$ cat config.mk
export PLATFORM = sky130hd
export DESIGN_NAME = bl_black_est
export DESIGN_NICKNAME = d
export VERILOG_FILES = /design/src/rtl/bl_pkg.sv /design/src/rtl/bl_rst_sync.sv /design/src/rtl/bl_ref_acc.sv /design/src/rtl/bl_pix_corr.sv /design/src/rtl/bl_black_est.sv
export SDC_FILE = /design/constraint.sdc
export NUM_CORES = 1
export LEC_CHECK = 0
export BUFFER_PORTS_ARGS = -buffer_cell sky130_fd_sc_hd__buf_2
export CORE_UTILIZATION = 60
export CTS_BUF_LIST = sky130_fd_sc_hd__clkbuf_2
export DETAILED_ROUTE_END_ITERATION = 7
export GPL_TIMING_DRIVEN = 0
export PLACE_DENSITY = 0.8
export SETUP_SLACK_MARGIN = 0.02
export SYNTH_ARGS = -nofsm -noshare
export SYNTH_HDL_FRONTEND = slang
export SYNTH_SLANG_ARGS = --single-unit
$ cat constraint.sdc
create_clock -name clk -period 4.25 [get_ports clk]
set_clock_uncertainty 0.15 [all_clocks]
set_input_delay 0.2125 -clock clk [delete_from_list [all_inputs] [get_ports clk]]
set_output_delay 0.2125 -clock clk [all_outputs]
set_load 0.005 [all_outputs]
$ cat src/rtl/bl_pkg.sv
package bl_pkg;
  localparam int NCH = 2;

  typedef enum logic {CH_ODD = 1'b0, CH_EVEN = 1'b1} chan_e;

  // parity of the positions a channel carries
  function automatic logic chan_parity(chan_e ch);
    return (ch == CH_ODD);
  endfunction
endpackage

$ cat src/rtl/bl_rst_sync.sv
module bl_rst_sync (
  input  logic clk,
  input  logic rst_n,
  output logic rst_n_sync
);
  logic [1:0] sync_q;

  always_ff @(posedge clk or negedge rst_n) begin
    if (!rst_n) sync_q <= 2'b00;
    else        sync_q <= {sync_q[0], 1'b1};
  end

  assign rst_n_sync = sync_q[1];
endmodule

$ cat src/rtl/bl_ref_acc.sv
module bl_ref_acc #(
  parameter int DW    = 12,
  parameter int IW    = 13,
  parameter int N     = 10,
  parameter int FIRST = 5
) (
  input  logic          clk,
  input  logic          rst_n,
  input  logic          i_clr,
  input  logic          i_valid,
  input  logic [IW-1:0] i_idx,
  input  logic [DW-1:0] i_data,
  output logic [DW-1:0] o_blk,
  output logic          o_done
);
  localparam int SW = DW + $clog2(N);
  localparam int KS = SW + $clog2(N) + 1;
  localparam int CW = $clog2(N + 1);
  localparam longint unsigned RECIP_L = (64'd1 << KS) / N + 64'd1;
  localparam logic [KS:0]     RECIP   = RECIP_L[KS:0];
  localparam logic [IW-1:0]   FIRST_I = IW'(FIRST);
  localparam logic [IW-1:0]   LAST_I  = IW'(FIRST + 2 * (N - 1));
  localparam logic [CW-1:0]   N_C     = CW'(N);
  localparam logic [CW-1:0]   NM1_C   = CW'(N - 1);

  logic [SW-1:0]    sum_q, sum_n, base_sum;
  logic [CW-1:0]    cnt_q, cnt_n, base_cnt;
  logic             done_q, done_n;
  logic [DW-1:0]    blk_q, blk_n;
  logic             hit, take, fin, acc_en;
  logic [SW+KS:0]   prod;

  assign hit = i_valid && (i_idx >= FIRST_I) && (i_idx <= LAST_I);

  always_comb begin
    base_cnt = i_clr ? '0 : cnt_q;
    base_sum = i_clr ? '0 : sum_q;
    take     = hit && (base_cnt < N_C);
    fin      = take && (base_cnt == NM1_C);
    sum_n    = base_sum + (take ? SW'(i_data) : '0);
    cnt_n    = take ? base_cnt + 1'b1 : base_cnt;
    acc_en   = i_clr | take;
    done_n   = (i_clr ? 1'b0 : done_q) | fin;
    prod     = {{(KS+1){1'b0}}, sum_n} * {{SW{1'b0}}, RECIP};
    blk_n    = prod[KS +: DW];
  end

  always_ff @(posedge clk or negedge rst_n) begin
    if (!rst_n) begin
      sum_q  <= '0;
      cnt_q  <= '0;
      done_q <= 1'b0;
      blk_q  <= '0;
    end else begin
      if (acc_en) begin
        sum_q <= sum_n;
        cnt_q <= cnt_n;
      end
      done_q <= done_n;
      if (fin) blk_q <= blk_n;
    end
  end

  assign o_blk  = blk_q;
  assign o_done = done_q;

  AST_CNT_BOUND: assert property (@(posedge clk) disable iff (!rst_n)
    cnt_q <= N_C);
  AST_LEVEL_HOLD: assert property (@(posedge clk) disable iff (!rst_n)
    !hit |=> $stable(o_blk));
  AST_CLR_DONE: assert property (@(posedge clk) disable iff (!rst_n)
    (i_clr && (N > 1)) |=> !o_done);
endmodule

$ cat src/rtl/bl_pix_corr.sv
module bl_pix_corr #(
  parameter int DW   = 12,
  parameter int IW   = 13,
  parameter int LEAD = 74,
  parameter int EFF  = 5150
) (
  input  logic          clk,
  input  logic          rst_n,
  input  logic          i_valid,
  input  logic [IW-1:0] i_idx,
  input  logic [DW-1:0] i_data,
  input  logic [DW-1:0] i_blk,
  input  logic          i_gate,
  output logic          o_valid,
  output logic [IW-1:0] o_idx,
  output logic [DW-1:0] o_data
);
  localparam logic [IW-1:0] LEAD_I = IW'(LEAD);
  localparam logic [IW-1:0] LAST_I = IW'(LEAD + EFF);
  localparam logic [IW-1:0] EFF_I  = IW'(EFF);

  logic          eff, emit;
  logic [DW:0]   diff;
  logic [DW-1:0] corr_n;
  logic [IW-1:0] idx_n;
  logic          valid_q;
  logic [DW-1:0] data_q;
  logic [IW-1:0] idx_q;

  always_comb begin
    eff    = (i_idx > LEAD_I) && (i_idx <= LAST_I);
    emit   = i_valid && eff && i_gate;
    diff   = {1'b0, i_data} - {1'b0, i_blk};
    corr_n = diff[DW] ? '0 : diff[DW-1:0];
    idx_n  = i_idx - LEAD_I;
  end

  always_ff @(posedge clk or negedge rst_n) begin
    if (!rst_n) begin
      valid_q <= 1'b0;
      data_q  <= '0;
      idx_q   <= '0;
    end else begin
      valid_q <= emit;
      if (emit) begin
        data_q <= corr_n;
        idx_q  <= idx_n;
      end
    end
  end

  assign o_valid = valid_q;
  assign o_idx   = idx_q;
  assign o_data  = data_q;

  AST_EFF_RANGE: assert property (@(posedge clk) disable iff (!rst_n)
    o_valid |-> (o_idx >= IW'(1)) && (o_idx <= EFF_I));
  AST_GATE_BLOCK: assert property (@(posedge clk) disable iff (!rst_n)
    (i_valid && !i_gate) |=> !o_valid);
  AST_CLAMP_ZERO: assert property (@(posedge clk) disable iff (!rst_n)
    (i_valid && (i_data <= i_blk)) |=> (!o_valid || (o_data == '0)));
  AST_NOT_ABOVE: assert property (@(posedge clk) disable iff (!rst_n)
    i_valid |=> (!o_valid || (o_data <= $past(i_data))));
endmodule

$ cat src/rtl/bl_black_est.sv
module bl_black_est #(
  parameter int DW             = 12,
  parameter int IW             = 13,
  parameter int LEAD           = 74,
  parameter int EFF            = 5150,
  parameter int REF_N          = 10,
  parameter int REF_ODD_FIRST  = 5,
  parameter int REF_EVEN_FIRST = 6
) (
  input  logic          clk,
  input  logic          rst_n,
  input  logic          line_start,
  input  logic          line_end,
  input  logic          odd_valid,
  input  logic [IW-1:0] odd_idx,
  input  logic [DW-1:0] odd_data,
  input  logic          even_valid,
  input  logic [IW-1:0] even_idx,
  input  logic [DW-1:0] even_data,
  output logic          odd_out_valid,
  output logic [IW-1:0] odd_out_idx,
  output logic [DW-1:0] odd_out_data,
  output logic          even_out_valid,
  output logic [IW-1:0] even_out_idx,
  output logic [DW-1:0] even_out_data,
  output logic [DW-1:0] odd_black,
  output logic [DW-1:0] even_black
);
  import bl_pkg::*;

  logic          rst_n_s;
  logic          in_line_q, in_line_n;
  logic          gate;
  logic          in_v   [NCH];
  logic [IW-1:0] in_idx [NCH];
  logic [DW-1:0] in_dat [NCH];
  logic          acc_v  [NCH];
  logic [DW-1:0] blk    [NCH];
  logic          done   [NCH];
  logic          out_v  [NCH];
  logic [IW-1:0] out_i  [NCH];
  logic [DW-1:0] out_d  [NCH];

  bl_rst_sync i_rst_sync (.clk(clk), .rst_n(rst_n), .rst_n_sync(rst_n_s));

  assign in_v[0]   = odd_valid;
  assign in_idx[0] = odd_idx;
  assign in_dat[0] = odd_data;
  assign in_v[1]   = even_valid;
  assign in_idx[1] = even_idx;
  assign in_dat[1] = even_data;

  always_comb begin
    if (line_start)    in_line_n = 1'b1;
    else if (line_end) in_line_n = 1'b0;
    else               in_line_n = in_line_q;
  end

  always_ff @(posedge clk or negedge rst_n_s) begin
    if (!rst_n_s) in_line_q <= 1'b0;
    else          in_line_q <= in_line_n;
  end

  assign gate = done[0] & done[1] & ~line_start;

  for (genvar c = 0; c < NCH; c++) begin : g_ch
    localparam chan_e CH    = (c == 0) ? CH_ODD : CH_EVEN;
    localparam logic  PAR   = chan_parity(CH);
    localparam int    FIRST = (c == 0) ? REF_ODD_FIRST : REF_EVEN_FIRST;

    assign acc_v[c] = in_v[c] & (line_start | in_line_q) & (in_idx[c][0] == PAR);

    bl_ref_acc #(.DW(DW), .IW(IW), .N(REF_N), .FIRST(FIRST)) i_acc (
      .clk(clk), .rst_n(rst_n_s), .i_clr(line_start), .i_valid(acc_v[c]),
      .i_idx(in_idx[c]), .i_data(in_dat[c]), .o_blk(blk[c]), .o_done(done[c])
    );

    bl_pix_corr #(.DW(DW), .IW(IW), .LEAD(LEAD), .EFF(EFF)) i_corr (
      .clk(clk), .rst_n(rst_n_s), .i_valid(acc_v[c]), .i_idx(in_idx[c]),
      .i_data(in_dat[c]), .i_blk(blk[c]), .i_gate(gate),
      .o_valid(out_v[c]), .o_idx(out_i[c]), .o_data(out_d[c])
    );
  end

  assign odd_out_valid  = out_v[0];
  assign odd_out_idx    = out_i[0];
  assign odd_out_data   = out_d[0];
  assign even_out_valid = out_v[1];
  assign even_out_idx   = out_i[1];
  assign even_out_data  = out_d[1];
  assign odd_black      = blk[0];
  assign even_black     = blk[1];

  AST_CLOSED_LINE: assert property (@(posedge clk) disable iff (!rst_n_s)
    (!in_line_q && !line_start) |=> (!odd_out_valid && !even_out_valid));
  AST_PARITY_OUT: assert property (@(posedge clk) disable iff (!rst_n_s)
    (odd_valid && !odd_idx[0]) |=> !odd_out_valid);
endmodule

==> results.md, run 1 <==
Outcome:
- The flow ran to the end, but the final reports show violations.
- The final reports fail on negative setup slack.

Setup path:
- The highest net fanout along the worst path is 7.
- The cell type with the highest occurrence count on the critical path is a21o_1.
- The slowest cell on the critical path is fa_1.
- The type of the worst setup path is register to register.
- For the worst flop-to-flop path, the logic depth is 36.
- The startpoint of the lowest-slack register-to-register path is in_line_q$_DFFE_PN0P_.
- The signal arrival time at the worst endpoint is approximately 9100 ps.
- The terminus of the critical flop-to-flop path is g_ch[0].i_acc.o_blk[9]$_DFFE_PN0P_.
- The setup slack of the worst register-to-register path is -4370 ps.
- On the worst path, the slowest cell contributes a delay of 570 ps.
- Data on the critical path is required at its endpoint by 4760 ps.
- The worst setup path is captured at a register.
- The critical path launch point type is a register.

Synthesis:
- The number of distinct standard cells referenced by the synthesized netlist is 71.
- Counting flops with an async set or reset pin after synthesis yields a share of 1.00.
- A synthesized cell averages 9.45 µm².
- The post-synthesis register bit count is approximately 120.
- For this run, the register share of the synthesized area comes to 0.185.
- The cell area that synthesis handed to floorplanning was 0.0164 mm².
- The number of warning messages in the yosys log is 0.
- The number of flops mapped to enable cells by yosys is 0.
- Counting every net in the synthesized netlist gives 2257.
- For this run, the leading register cell type out of synthesis is dfrtp_1.
- The synthesized netlist cell count is 1733.

Clocking:
- The clock passes through at most 2 buffers.
- At the later pin of the worst-skew pair, clock insertion delay measures 800 ps.
- Counting the buffers created by CTS gives 17.
- The clock root buffer is clkbuf_2.
- For this design, the sink count on the clock tree is 121.
- The TritonCTS clock tree is done.
- CTS built an H-tree with a depth of 4.
- Clock-pin slew was measured on the worst setup and hold paths at 230 ps.

STA:
- Setup repair after global routing could not meet its margin everywhere.
- The maximum achievable frequency is 116 MHz.
- Setup violations remaining at the end of the flow were counted as 24.
- The final number of max-transition violations is 0.
- The share of the cycle needed by the critical path after routing is 2.03.
- The final number of hold-violating endpoints is 0.
- The clock period minus worst slack is 8620 ps.
- The final worst slack is -4370 ps.
- The measured slew at the worst slew-check pin is 812 ps.
- The relative slew slack is 0.459.
- The worst slack on hold paths is between 80 and 90 ps.

Die:
- The effective utilization at floorplan is 0.609.
- The die width is 167 µm.
- The die covers between 0.02 and 0.03 mm².
- 132 I/O pins were placed.
- The site row count is 60.
- The placeable core region is ~0.027 mm².
- Measured along the y axis, the die boundary spans 167 µm.

Placed design:
- The last weighted congestion value of the routability-driven placer is roughly 0.95.
- The port buffer count is 129.
- The placed cell count is 2205.
- In this run the cell area measured after placement is roughly 0.018 mm².
- After legalization and detailed placement, the total HPWL measured 33100 µm.

Global routing:
- The met2 track demand over resource is 0.598.
- The number of global-route vias before repair is 15.0k.
- After global routing the overflow that remains totals 0.
- The maximum number of pins on one net before global-route repair is 47.
- The number of antenna violations at the first check in global routing was 1.
- The met3 layer usage reported by global route is 0.0496.
- The most heavily used metal layer in global routing is met2.
- The wire length of the first global-routing pass is between 70000 and 80000 µm.
- The global routing usage on met1 is 0.387.
- Across every metal layer, demand over resource in global routing totals 0.335.

Layout:
- The final layout contains 2569 nets.
- Compared with the post-synthesis result, the final layout area differs by 26.8%.
- Summing all non-filler instances in the final layout gives an area of 0.0208 mm².
- The fraction of layout cells with a size suffix above 1 is 0.230.
- After the flow finishes, the layout carries non-filler instances totaling ~2.4k.

Min path:
- The type of the tightest min-delay check is primary input to async pin.

Power and ir drop:
- For this design the ratio of total power to cell area is 111 mW/mm².
- The worst-case IR drop observed on VDD is about 0.14 mV.
- The cell leakage power is 11.4 nW.

Run:
- Across the run, the number of max-cap violations was 0.

Detailed routing:
- In the final routed layout, each cell accounts on average for 20.0 µm.
- The count of vias placed by the detailed router is 14.4k.
- The per-cell via count in the routed design is 5.98.
- The count of antenna-violating nets left after detailed routing is 0.
- Summed over all layers, the routed wires come to 48100 µm.
- After the first detailed-routing iteration, the DRC count stood at approximately 1.1k.
- The number of detailed-routing iterations run before antenna repair is 7.
- The post-route DRC violation count is 0.
placed cells by master (no fill, tap or decap), drive strengths merged, types with 5 or more instances in the layout:
cell type / count
a211oi: 8
a21o: 28
a21oi: 58
a22o: 23
a31oi: 7
a41o: 5
and2: 33
buf: 209
clkbuf: 41
clkinv: 5
dfrtp: 121
dlygate4sd3: 89
fa: 153
ha: 315
inv: 338
mux2: 20
nand2: 104
nand2b: 15
nand3: 15
nand4: 6
nor2: 86
nor2b: 39
nor3: 22
nor4: 8
o21a: 12
o21ai: 80
o21bai: 10
o31ai: 6
or3: 7
xnor2: 83
xor2: 53
cell families (layout without fill, tap and decap cells):
logic type | count (synthesis) | after routing | synth area share
other | 1 | 2 | 0.000229
buffers and inverters | 360 | 685 | 0.0839
flip-flops | 121 | 121 | 0.185
AO/OA/AOI/OAI | 269 | 269 | 0.108
adder cells (fa/ha/maj) | 468 | 468 | 0.428
AND/OR/NAND/NOR | 354 | 354 | 0.106
XOR/XNOR | 136 | 136 | 0.0732
multiplexers | 24 | 24 | 0.0162
Yosys cell counts (3+ instances only):
cell      number  share of area
a211o_1        3         0.0016
a211oi_1       8         0.0037
a21o_1        28          0.013
a21oi_1       58          0.018
a22o_1        23          0.012
a31oi_1        7         0.0027
a41o_1         5         0.0031
and2_1        33          0.013
and3_1         3         0.0011
clkbuf_1      26         0.0060
dfrtp_1      121           0.18
fa_1         153           0.19
ha_1         315           0.24
inv_1        329          0.075
mux2_2        18          0.012
mux2i_1        4         0.0024
nand2_1      104          0.024
nand2b_1      15         0.0057
nand3_1       15         0.0046
nand4_1        6         0.0023
nor2_1        84          0.019
nor2b_1       39          0.015
nor3_1        22         0.0067
nor3b_1        3         0.0014
nor4_1         7         0.0027
o211ai_1       3         0.0014
o21a_1        12         0.0055
o21ai_0       77          0.024
o21bai_1      10         0.0046
o31ai_1        6         0.0027
or2_2          4         0.0015
or3_1          6         0.0023
xnor2_1       82          0.044
xor2_1        53          0.028
metrics by stage:
| step | power [mW] | util | setup slack, ps | TNS (ps) |
|---|---|---|---|---|
| 3_5_place_dp | 1.43 | 0.670 | -5020 | -112100 |
| 6_report | 2.31 | 0.773 | -4370 | -95470 |
| 2_1_floorplan | 1.33 | - | -3920 | -82770 |
| 3_3_place_gp | 1.41 | 0.667 | -4930 | -214140 |
| 4_1_cts | 2.27 | 0.754 | -3980 | -89130 |
| 5_1_grt | 2.38 | 0.773 | -4810 | -102880 |
power breakdown:
group          switching [mW]  internal (mW)
clock network           0.551          0.239
registers             0.00881           1.16
logic                   0.182          0.169
total                   0.742           1.57
critical path, delay by kind of cell, from the launching register on:
family / cells / cell delay, ps
AOI/OAI and AO/OA: 16 / 3020
xor gates and xnor gates: 2 / 490
adders and majority gates: 8 / 2990
buffers and inverters: 6 / 710
DFF: 1 / 430
and+or+nand+nor: 4 / 740
worst max-delay path by stage:
stage / start / end / slack [ps] / cells past startpoint
floorplan: even_idx[0] / g_ch[1].i_acc.o_blk[9]$_DFFE_PN0P_ / -3920 / 38
CTS: in_line_q$_DFFE_PN0P_ / g_ch[1].i_acc.o_blk[10]$_DFFE_PN0P_ / -3980 / 33
finish: in_line_q$_DFFE_PN0P_ / g_ch[0].i_acc.o_blk[9]$_DFFE_PN0P_ / -4370 / 36
global route: in_line_q$_DFFE_PN0P_ / g_ch[0].i_acc.o_blk[9]$_DFFE_PN0P_ / -4810 / 36
detailed placement: odd_idx[7] / g_ch[0].i_acc.o_blk[11]$_DFFE_PN0P_ / -5020 / 33
global placement: odd_idx[7] / g_ch[0].i_acc.o_blk[11]$_DFFE_PN0P_ / -4930 / 35
what timing repair did:
action                                 CTS  global route
endpoints found under the hold margin   69             1
pin swaps                               69            45
hold buffers                            89             1
setup endpoints to repair               25            25
setup buffers                           54            21
resized for setup                      122            73
routing by layer:
layer / wire [µm] / part of all wire
met1: 17700 / 0.37
met2: 24500 / 0.51
met3: 3060 / 0.064
met4: 2820 / 0.059
met5: 0 / 0
state kept, by name, indices dropped and copies added, names as in the netlist:
| name | cells |
|---|---|
| i_rst_sync.sync_q | 2 |
| g_ch.i_acc.sum_q | 32 |
| g_ch.i_acc.o_blk | 24 |
| g_ch.i_corr.o_idx | 26 |
| in_line_q | 1 |
| g_ch.i_acc.o_done | 2 |
| g_ch.i_acc.cnt_q | 8 |
| g_ch.i_corr.o_data | 24 |
| g_ch.i_corr.o_valid | 2 |
area by class of cell:
| type | instances | area, µm² |
|---|---|---|
| Sequential cell | 121 | 3030 |
| Inverter | 330 | 1250 |
| Timing Repair Buffer | 295 | 2200 |
| Multi-Input combinational cell | 1252 | 13500 |
| Antenna cell | 1 | 2.50 |
| Clock inverter | 15 | 156 |
| Fill cell | 1509 | 6110 |
| Buffer | 28 | 154 |
| Tap cell | 341 | 427 |
| Clock buffer | 17 | 85.1 |
Note: power is estimated with default switching activity, not from simulation.
==> run 2, diff against run 1 <==
--- a/config.mk
+++ b/config.mk
@@ -6,11 +6,10 @@
 export NUM_CORES = 1
 export LEC_CHECK = 0
 export BUFFER_PORTS_ARGS = -buffer_cell sky130_fd_sc_hd__buf_2
-export CORE_UTILIZATION = 60
+export CORE_UTILIZATION = 45
 export CTS_BUF_LIST = sky130_fd_sc_hd__clkbuf_2
 export DETAILED_ROUTE_END_ITERATION = 7
 export GPL_TIMING_DRIVEN = 0
-export PLACE_DENSITY = 0.8
 export SETUP_SLACK_MARGIN = 0.02
 export SYNTH_ARGS = -nofsm -noshare
 export SYNTH_HDL_FRONTEND = slang
==> run 2 against run 1 <==
Largest power group unchanged. Die area is 33% higher. Cell area down 0.19%. First-iteration DRC count shrank 48%. Critical path type is now primary input to register. Critical endpoint is now g_ch[1].i_acc.o_blk[8]$_DFFE_PN0P_. The flow finishes with violations (design-rule violations, negative setup slack). Critical path depth is 5 higher. Sequential power is essentially flat. Highest routed layer unchanged. Total power shrank 2.8%.
==> results.md, run 2 (same netlist as run 1, synthesis figures left out) <==
Outcome:
- Outcome: finished with violations (unchanged).
- Failing checks: design-rule violations, negative setup slack (was negative setup slack).

Power and ir drop:
- The total power divided by cell area is 108 mW/mm² (was 111 mW/mm²).
- The relative contribution of the clock network to total power came to 0.336 (was 0.342).
- The part of the total power dissipated in sequential elements came to 0.522 (was 0.506).
- The largest vdd supply drop is 0.196 mV (was 0.144 mV).
- The cell leakage power came to 11.3 nW (was 11.4 nW).
- The combinational fraction of design power is 0.142 (was 0.152).
- The total internal power is 1.58 mW (was 1.57 mW).
- The net load switching power is 0.659 mW (was 0.742 mW).
- The total power consumption of the routed design is 2.24 mW (was 2.31 mW).
- The switching part of the total power is 0.294 (was 0.321).

Setup path:
- The nature of the critical path endpoint is a register (unchanged).
- The signal arrival time at the worst endpoint is 8810 ps (was 9130 ps).
- The critical path launch point type is a primary input (was register).
- The slowest cell on the critical path is dlygate4sd3_1 (was fa_1).
- The type of the worst setup path is primary input to register (was register to register).
- The startpoint of the lowest-slack register-to-register path is g_ch[1].i_acc.cnt_q[2]$_DFFE_PN0P_ (was in_line_q$_DFFE_PN0P_).
- The worst path required time is 4720 ps (was 4760 ps).
- The cell type with the highest occurrence count on the critical path was ha_4 (was a21o_1).
- The path depth of the worst reg2reg path came to 37 (was 36).
- The terminus of the critical flop-to-flop path is g_ch[1].i_acc.o_blk[8]$_DFFE_PN0P_ (was g_ch[0].i_acc.o_blk[9]$_DFFE_PN0P_).
- The setup slack of the worst register-to-register path is -4000 ps (was -4370 ps).
- The biggest cell delay along the critical path is 600 ps (was 570 ps).
- The highest net fanout along the worst path is 6 (was 7).

STA:
- The post-route setup TNS is -90360 ps (was -95470 ps).
- The maximum achievable frequency came to 120 MHz (was 116 MHz).
- The worst slack on hold paths is 74.1 ps (was 87.2 ps).
- The final number of hold-violating endpoints is 0 (unchanged).
- The measured slew at the worst slew-check pin is 818 ps (was 812 ps).
- The share of the cycle needed by the critical path after routing is 1.96 (was 2.03).
- Unrepaired setup endpoints after global routing: yes (unchanged).
- The clock period minus worst slack is 8340 ps (was 8620 ps).
- The final worst slack is -4090 ps (was -4370 ps).
- The relative slew slack is 0.455 (was 0.459).
- The final setup violation count is 24 (unchanged).
- The final number of max-transition violations is 0 (unchanged).

Layout:
- Leading registers by flop count: g_ch.i_acc.sum_q x32, g_ch.i_corr.o_idx x26 (unchanged).
- Commonest cells after routing, fill and taps aside: inv_1 (314), ha_1 (281), fa_1 (145), buf_2 (130), dfrtp_1 (120) (was inv_1 (307), ha_1 (276), fa_1 (143), buf_2 (130), dfrtp_1 (120)).
- The fraction of layout cells with a size suffix above 1 was 0.219 (was 0.230).
- The flip-flop count of the largest register, all copies and words added is 32 (unchanged).
- The commonest non-fill, non-tap cell in the layout is inv_1 (unchanged).
- The register bank with the most flops is g_ch.i_acc.sum_q (unchanged).
- The final net count is 2561 (was 2569).
- The growth of design area from synthesis to finish came to 26.6% (was 26.8%).

Die:
- The placeable core region is 0.0357 mm² (was 0.0269 mm²).
- The overall die area was 0.0372 mm² (was 0.0280 mm²).
- The die width is 193 µm (was 167 µm).
- The vertical die dimension is 193 µm (was 167 µm).
- The number of top-level design ports is 132 (unchanged).
- The site row count is 69 (was 60).
- The effective utilization at floorplan is 0.459 (was 0.609).

Placed design:
- The worst slack at placement is -5100 ps (was -5020 ps).
- The port buffer count is 129 (unchanged).
- The last weighted congestion value of the routability-driven placer is 0.882 (was 0.954).
- The HPWL reported at the end of detailed placement came to 34700 µm (was 33100 µm).

Clocking:
- The maximum clock insertion buffer count is 2 (unchanged).
- The number of clock sinks is 121 (unchanged).
- The clock slew at the register clock pins of the worst setup and hold paths was 180 ps (was 230 ps).
- The depth of the CTS H-tree came to 4 (unchanged).
- The TritonCTS clock tree was done (unchanged).
- The clock root buffer is clkbuf_2 (unchanged).
- The clock network latency to the later pin of the worst-skew pair is 730 ps (was 800 ps).
- The number of buffers created by CTS was 17 (unchanged).

Global routing:
- The total global-route track usage is 0.244 (was 0.335).
- The global routing usage on met1 is 0.313 (was 0.387).
- The wire length of the first global-routing pass is 70300 µm (was 74300 µm).
- The number of antenna violations at the first check in global routing was 1 (unchanged).
- The met3 layer usage reported by global route is 0.0249 (was 0.0496).
- The met2 track demand over resource came to 0.434 (was 0.598).
- The global-route congestion overflow total is 0 (unchanged).
- The most heavily used metal layer in global routing is met2 (unchanged).
- The number of global-route vias before repair is 13.7k (was 15.0k).
- The maximum number of pins on one net before global-route repair is 65 (was 47).

Detailed routing:
- The average detailed-routed wire length per instance was 17.2 µm (was 20.0 µm).
- The number of detailed-routing iterations run before antenna repair was 7 (unchanged).
- The count of vias placed by the detailed router came to 13.1k (was 14.4k).
- The per-cell via count in the routed design is 5.20 (was 5.98).
- The post-detailed-routing wire length is 43300 µm (was 48100 µm).
- The post-route DRC violation count is 36 (was 0).
- The DRC violation total after the first TritonRoute iteration is 554 (was 1057).
- The count of antenna-violating nets left after detailed routing is 0 (unchanged).

Min path:
- Counting instances, the worst hold path has a depth of 7.
- The worst hold endpoint is g_ch[0].i_corr.o_data[3]$_DFFE_PN0P_.
- The type of the tightest min-delay check is primary input to register (was primary input to async pin).
- The worst hold path begins at odd_data[1].

Run:
- The max-capacitance violation count is 0 (unchanged).
-- run 2: cell types whose count changed in the layout (fill, tap and decap cells not counted), sizes merged --
cell	before	now
inv	338	329
buf	209	205
clkinv	5	9
dlygate4sd3	89	86
clkbuf	41	43
clkinvlp	1	3
diode	1	3
bufinv	1	2
dlymetal6s4s	1	0
-- run 2: worst max path at each step --
stage	start	endpoint	slack, ps	cells after the start
4_1_cts	even_idx[8]	g_ch[1].i_acc.o_blk[8]$_DFFE_PN0P_	-3990	39
3_5_place_dp	odd_idx[7]	g_ch[0].i_acc.o_blk[11]$_DFFE_PN0P_	-5100	35
5_1_grt	in_line_q$_DFFE_PN0P_	g_ch[0].i_acc.o_blk[11]$_DFFE_PN0P_	-4310	36
3_3_place_gp	odd_idx[7]	g_ch[0].i_acc.o_blk[10]$_DFFE_PN0P_	-5010	35
2_1_floorplan	even_idx[0]	g_ch[1].i_acc.o_blk[9]$_DFFE_PN0P_	-3920	38
6_report	even_idx[1]	g_ch[1].i_acc.o_blk[8]$_DFFE_PN0P_	-4090	41
-- run 2: metrics by stage --
stage	util	area (µm²)	cells
global placement	0.507	18100	2323
floorplan	-	16900	1733
detailed placement	0.508	18100	2324
CTS	0.571	20300	2497
finish	0.581	20700	2514
global route	0.581	20700	2512
-- run 2: layout make-up --
class                      instances  area [µm²]
clock inverter                    13         130
clock buffer                      19        95.1
tap                              461         577
sequential                       121        3030
timing repair buffer             287        2120
buffer                            28         154
multi-input combinational       1252       13400
antenna                            3        7.51
fill                            3132       14900
inverter                         330        1250
-- run 2: worst max-delay path: cells and delay by family --
family                   cells  cell delay (ps)
buffers and inverters       10             1360
adder cells (fa/ha/maj)     10             3380
AO/OA/AOI/OAI               11             1950
AND/OR/NAND/NOR              9             1820
XOR/XNOR                     1               90
-- run 2: repair_timing --
| action | 4_1_cts | 5_1_grt |
|---|---|---|
| setup buffers | 57 | 17 |
| hold endpoints to repair | 67 | 2 |
| setup endpoints to repair | 24 | 24 |
| pin swaps | 72 | 36 |
| resized for setup | 123 | 52 |
| hold buffers | 84 | 2 |
-- run 2: metal layers --
layer  wire (µm)  up-vias
li1            -     6312
met1       19400     6476
met2       21800      212
met3        1100       63
met4        1030        0
met5           0        -
-- run 2: power by group through the flow --
stage | clock (mW) | combinational (mW) | sequential, mW
global placement | 0 | 0.217 | 1.20
CTS | 0.766 | 0.310 | 1.17
finish | 0.754 | 0.319 | 1.17
floorplan | 0 | 0.137 | 1.20
detailed placement | 0 | 0.235 | 1.19
global route | 0.829 | 0.348 | 1.17
==> run 3, diff against run 2 <==
--- a/config.mk
+++ b/config.mk
@@ -8,9 +8,9 @@
 export BUFFER_PORTS_ARGS = -buffer_cell sky130_fd_sc_hd__buf_2
 export CORE_UTILIZATION = 45
 export CTS_BUF_LIST = sky130_fd_sc_hd__clkbuf_2
+export CTS_CLUSTER_SIZE = 28
 export DETAILED_ROUTE_END_ITERATION = 7
 export GPL_TIMING_DRIVEN = 0
-export SETUP_SLACK_MARGIN = 0.02
 export SYNTH_ARGS = -nofsm -noshare
 export SYNTH_HDL_FRONTEND = slang
 export SYNTH_SLANG_ARGS = --single-unit
==> constraint.sdc (replaced) <==
create_clock -name clk -period 9.7 [get_ports clk]
set_clock_uncertainty 0.15 [all_clocks]
set_input_delay 0.485 -clock clk [delete_from_list [all_inputs] [get_ports clk]]
set_output_delay 0.485 -clock clk [all_outputs]
set_load 0.005 [all_outputs]
==> run 3 against run 2 <==
The run ends with design-rule violations left. Setup slack improved by 4500 ps. Sequential power decreased by 56%. First-iteration DRC count increased by 5.4%. Global-route usage decreased by 2.5 points. Total power decreased by 55%. Worst hold slack improved by 0.56 ps. Sequential share of layout area increased by 1.7 points. Critical path depth decreased by 4. Clock power decreased by 49%. Wire length decreased by 9.9%. Critical path type unchanged. Critical endpoint is now g_ch[0].i_acc.o_blk[11]$_DFFE_PN0P_. Largest power group unchanged.
==> results.md, run 3 (same netlist as run 1, synthesis figures left out) <==
Outcome:
- Outcome: finished with violations (unchanged).
- Failing checks: design-rule violations (was design-rule violations, negative setup slack).

Clocking:
- The clock root buffer is clkbuf_2 (unchanged).
- The depth of the CTS H-tree is 4 (unchanged).
- The number of buffers created by CTS came to 17 (unchanged).
- The TritonCTS clock tree is done (unchanged).
- The clock network latency to the later pin of the worst-skew pair is 730 ps (about the same).
- The number of clock sinks is 121 (unchanged).
- The maximum clock insertion buffer count is 2 (unchanged).
- The clock slew at the register clock pins of the worst setup and hold paths was 190 ps (was 180 ps).

Setup path:
- The startpoint of the lowest-slack register-to-register path is g_ch[1].i_acc.cnt_q[2]$_DFFE_PN0P_ (unchanged).
- The signal arrival time at the worst endpoint is 9710 ps (was 8810 ps).
- The path depth of the worst reg2reg path is 37 (unchanged).
- The nature of the critical path endpoint is a register (unchanged).
- The type of the worst setup path is primary input to register (unchanged).
- The worst path required time was 10150 ps (was 4720 ps).
- The terminus of the critical flop-to-flop path is g_ch[1].i_acc.o_blk[9]$_DFFE_PN0P_ (was g_ch[1].i_acc.o_blk[8]$_DFFE_PN0P_).
- The biggest cell delay along the critical path is 560 ps (was 600 ps).
- The critical path launch point type is a primary input (unchanged).
- The highest net fanout along the worst path was 10 (was 6).
- The critical path's top delay family is adder cells (unchanged).
- The combined buffer and inverter count along the critical path was 7 (was 10).
- The setup slack of the worst register-to-register path is 440 ps (was -4000 ps).
- The slowest cell on the critical path is fa_1 (was dlygate4sd3_1).

Placed design:
- The last weighted congestion value of the routability-driven placer is 0.889 (was 0.882).
- The placed cell count is 2324 (unchanged).
- The port buffer count is 129 (unchanged).
- The HPWL reported at the end of detailed placement came to 33000 µm (was 34700 µm).

Layout:
- The register bank with the most flops is g_ch.i_acc.sum_q (unchanged).
- The flip-flop count of the largest register, all copies and words added is 32 (unchanged).
- The growth of design area from synthesis to finish is 13.1% (was 26.6%).
- The filler-free cell count of the finished design is 2398 (was 2514).
- The utilization of the core after routing is 0.519 (was 0.581).
- The final net count was 2448 (was 2561).
- The fraction of layout cells with a size suffix above 1 is 0.122 (was 0.219).
- The count of fill cells added during filler insertion is 3314 (was 3132).
- The combined flip-flop and latch cell area is 0.00303 mm² (unchanged).
- The combined area of the multi-input logic cells came to 0.0122 mm² (was 0.0134 mm²).
- Commonest cells after routing, fill and taps aside: inv_1 (329), ha_1 (313), fa_1 (153), buf_2 (131), dfrtp_1 (120) (was inv_1 (314), ha_1 (281), fa_1 (145), buf_2 (130), dfrtp_1 (120)).
- The commonest non-fill, non-tap cell in the layout is inv_1 (unchanged).
- Leading registers by flop count: g_ch.i_acc.sum_q x32, g_ch.i_corr.o_idx x26 (unchanged).

Min path:
- The type of the tightest min-delay check is primary input to register (unchanged).
- The start point of the worst min-delay path was odd_idx[2] (was odd_data[1]).
- The number of cells on the worst hold path is 4 (was 7).
- The worst hold endpoint is g_ch[0].i_corr.o_idx[2]$_DFFE_PN0P_ (was g_ch[0].i_corr.o_data[3]$_DFFE_PN0P_).

Power and ir drop:
- The switching part of the total power is 0.280 (was 0.294).
- The combinational fraction of design power is 0.115 (was 0.142).
- The part of the total power dissipated in sequential elements is 0.508 (was 0.522).
- The total power consumption of the routed design is 1.01 mW (was 2.24 mW).
- The total power divided by cell area is 54.5 mW/mm² (was 108 mW/mm²).
- The cell leakage power is 10.7 nW (was 11.3 nW).
- The total internal power is 0.727 mW (was 1.58 mW).
- The largest vdd supply drop was 0.0596 mV (was 0.196 mV).
- The net load switching power is 0.283 mW (was 0.659 mW).
- The relative contribution of the clock network to total power came to 0.377 (was 0.336).

Global routing:
- The total global-route track usage is 0.219 (was 0.244).
- The wire length of the first global-routing pass is 63200 µm (was 70300 µm).
- The maximum number of pins on one net before global-route repair is 64 (was 65).
- The number of antenna violations at the first check in global routing is 1 (unchanged).
- The global-route congestion overflow total came to 0 (unchanged).
- The number of global-route vias before repair is 12.4k (was 13.7k).

Detailed routing:
- The number of detailed-routing iterations run before antenna repair is 8 (was 7).
- The count of antenna-violating nets left after detailed routing came to 0 (unchanged).
- The post-route DRC violation count is 36 (unchanged).
- The post-detailed-routing wire length was 39000 µm (was 43300 µm).
- The count of vias placed by the detailed router is 12.4k (was 13.1k).
- The DRC violation total after the first TritonRoute iteration is 584 (was 554).
- The per-cell via count in the routed design is 5.15 (was 5.20).
- The average detailed-routed wire length per instance is 16.3 µm (was 17.2 µm).

STA:
- The final number of max-transition violations is 0 (unchanged).
- The worst slack on hold paths is 74.7 ps (was 74.1 ps).
- The post-route setup TNS was 0 ps (was -90360 ps).
- Unrepaired setup endpoints after global routing: yes (unchanged).
- The measured slew at the worst slew-check pin is 1040 ps (was 818 ps).
- The relative slew slack was 0.301 (was 0.455).
- The final number of hold-violating endpoints is 0 (unchanged).
- Dividing the final minimum period by the clock period gives 0.955.
- The final setup violation count is 0 (was 24).
- The maximum achievable frequency is 108 MHz.
- The clock period minus worst slack is 9270 ps.

Die:
- The vertical die dimension came to 193 µm (unchanged).
- The number of top-level design ports was 132 (unchanged).
- The overall die area is 0.0372 mm² (unchanged).
- The placeable core region is 0.0357 mm² (unchanged).
- The effective utilization at floorplan is 0.459 (unchanged).
- The die width was 193 µm (unchanged).
- The site row count is 69 (unchanged).

Run:
- The max-capacitance violation count came to 0 (unchanged).
run 3: cell types whose count changed in the layout (fill, tap and decap cells not counted), sizes merged:
cell         previous run  this run
diode                   3         1
bufinv                  2         4
dlygate4sd3            86        33
clkinvlp                3         2
inv                   329       330
buf                   205       144
clkinv                  9         7
run 3: timing repair:
item | 4_1_cts | 5_1_grt
hold buffers | 33 | 0
buffers inserted | 0 | 9
endpoints found under the hold margin | 27 | 0
setup endpoints to repair | 17 | 22
pin swaps | 1 | 7
resized for setup | 10 | 39
run 3: per-stage QoR:
stage	cell area, µm²	worst slack, ps
after global placement	17600	-962
after detailed placement	17600	-1090
after floorplan	16400	680
after global routing	18500	-54.8
final	18500	432
after CTS	18300	27.9
run 3: worst max-delay path by stage:
stage | endpoint | slack, ps | depth (start not counted) | from
2_1_floorplan | g_ch[1].i_acc.o_blk[10]$_DFFE_PN0P_ | 680 | 37 | even_idx[8]
3_3_place_gp | g_ch[0].i_acc.o_blk[11]$_DFFE_PN0P_ | -960 | 36 | line_start
3_5_place_dp | g_ch[0].i_acc.o_blk[11]$_DFFE_PN0P_ | -1090 | 36 | line_start
4_1_cts | g_ch[1].i_acc.o_blk[9]$_DFFE_PN0P_ | 30 | 37 | g_ch[1].i_acc.cnt_q[2]$_DFFE_PN0P_
5_1_grt | g_ch[0].i_acc.o_blk[11]$_DFFE_PN0P_ | -50 | 36 | in_line_q$_DFFE_PN0P_
6_report | g_ch[0].i_acc.o_blk[11]$_DFFE_PN0P_ | 430 | 37 | odd_idx[1]
run 3: worst reg2reg max path: cells and delay by family (launching register included):
family                     cells  cell delay [ps]
buffers and inverters          6              630
AOI/OAI and AO/OA             11             2180
xor gates and xnor gates       2              270
adders and majority gates      9             3530
DFF                            1              440
and+or+nand+nor                9             1930
run 3: power groups by stage:
stage / Combinational [mW] / Clock, mW / Sequential (mW)
2_1_floorplan: 0.0588 / 0 / 0.524
3_3_place_gp: 0.0936 / 0 / 0.527
3_5_place_dp: 0.102 / 0 / 0.522
4_1_cts: 0.115 / 0.389 / 0.514
5_1_grt: 0.128 / 0.412 / 0.515
6_report: 0.116 / 0.381 / 0.513
run 3: final cells by class:
class / instances / share of cell area
plain buffers: 30 / 0.00770
well taps: 461 / 0.0311
multi-input cells: 1252 / 0.658
clock buffers: 18 / 0.00486
clock inverters: 13 / 0.00959
flip-flops and latches: 121 / 0.164
repair buffers: 172 / 0.0578
diodes: 1 / 0.000135
inverters: 330 / 0.0672
run 3: per-layer routing:
layer | wire length, µm | global-route usage | up-vias
met3 | 1440 | 0.0287 | 38
met5 | 0 | 0 | -
met1 | 18800 | 0.301 | 6035
met4 | 539 | 0.0475 | 0
li1 | - | - | 6079
met2 | 18200 | 0.365 | 203
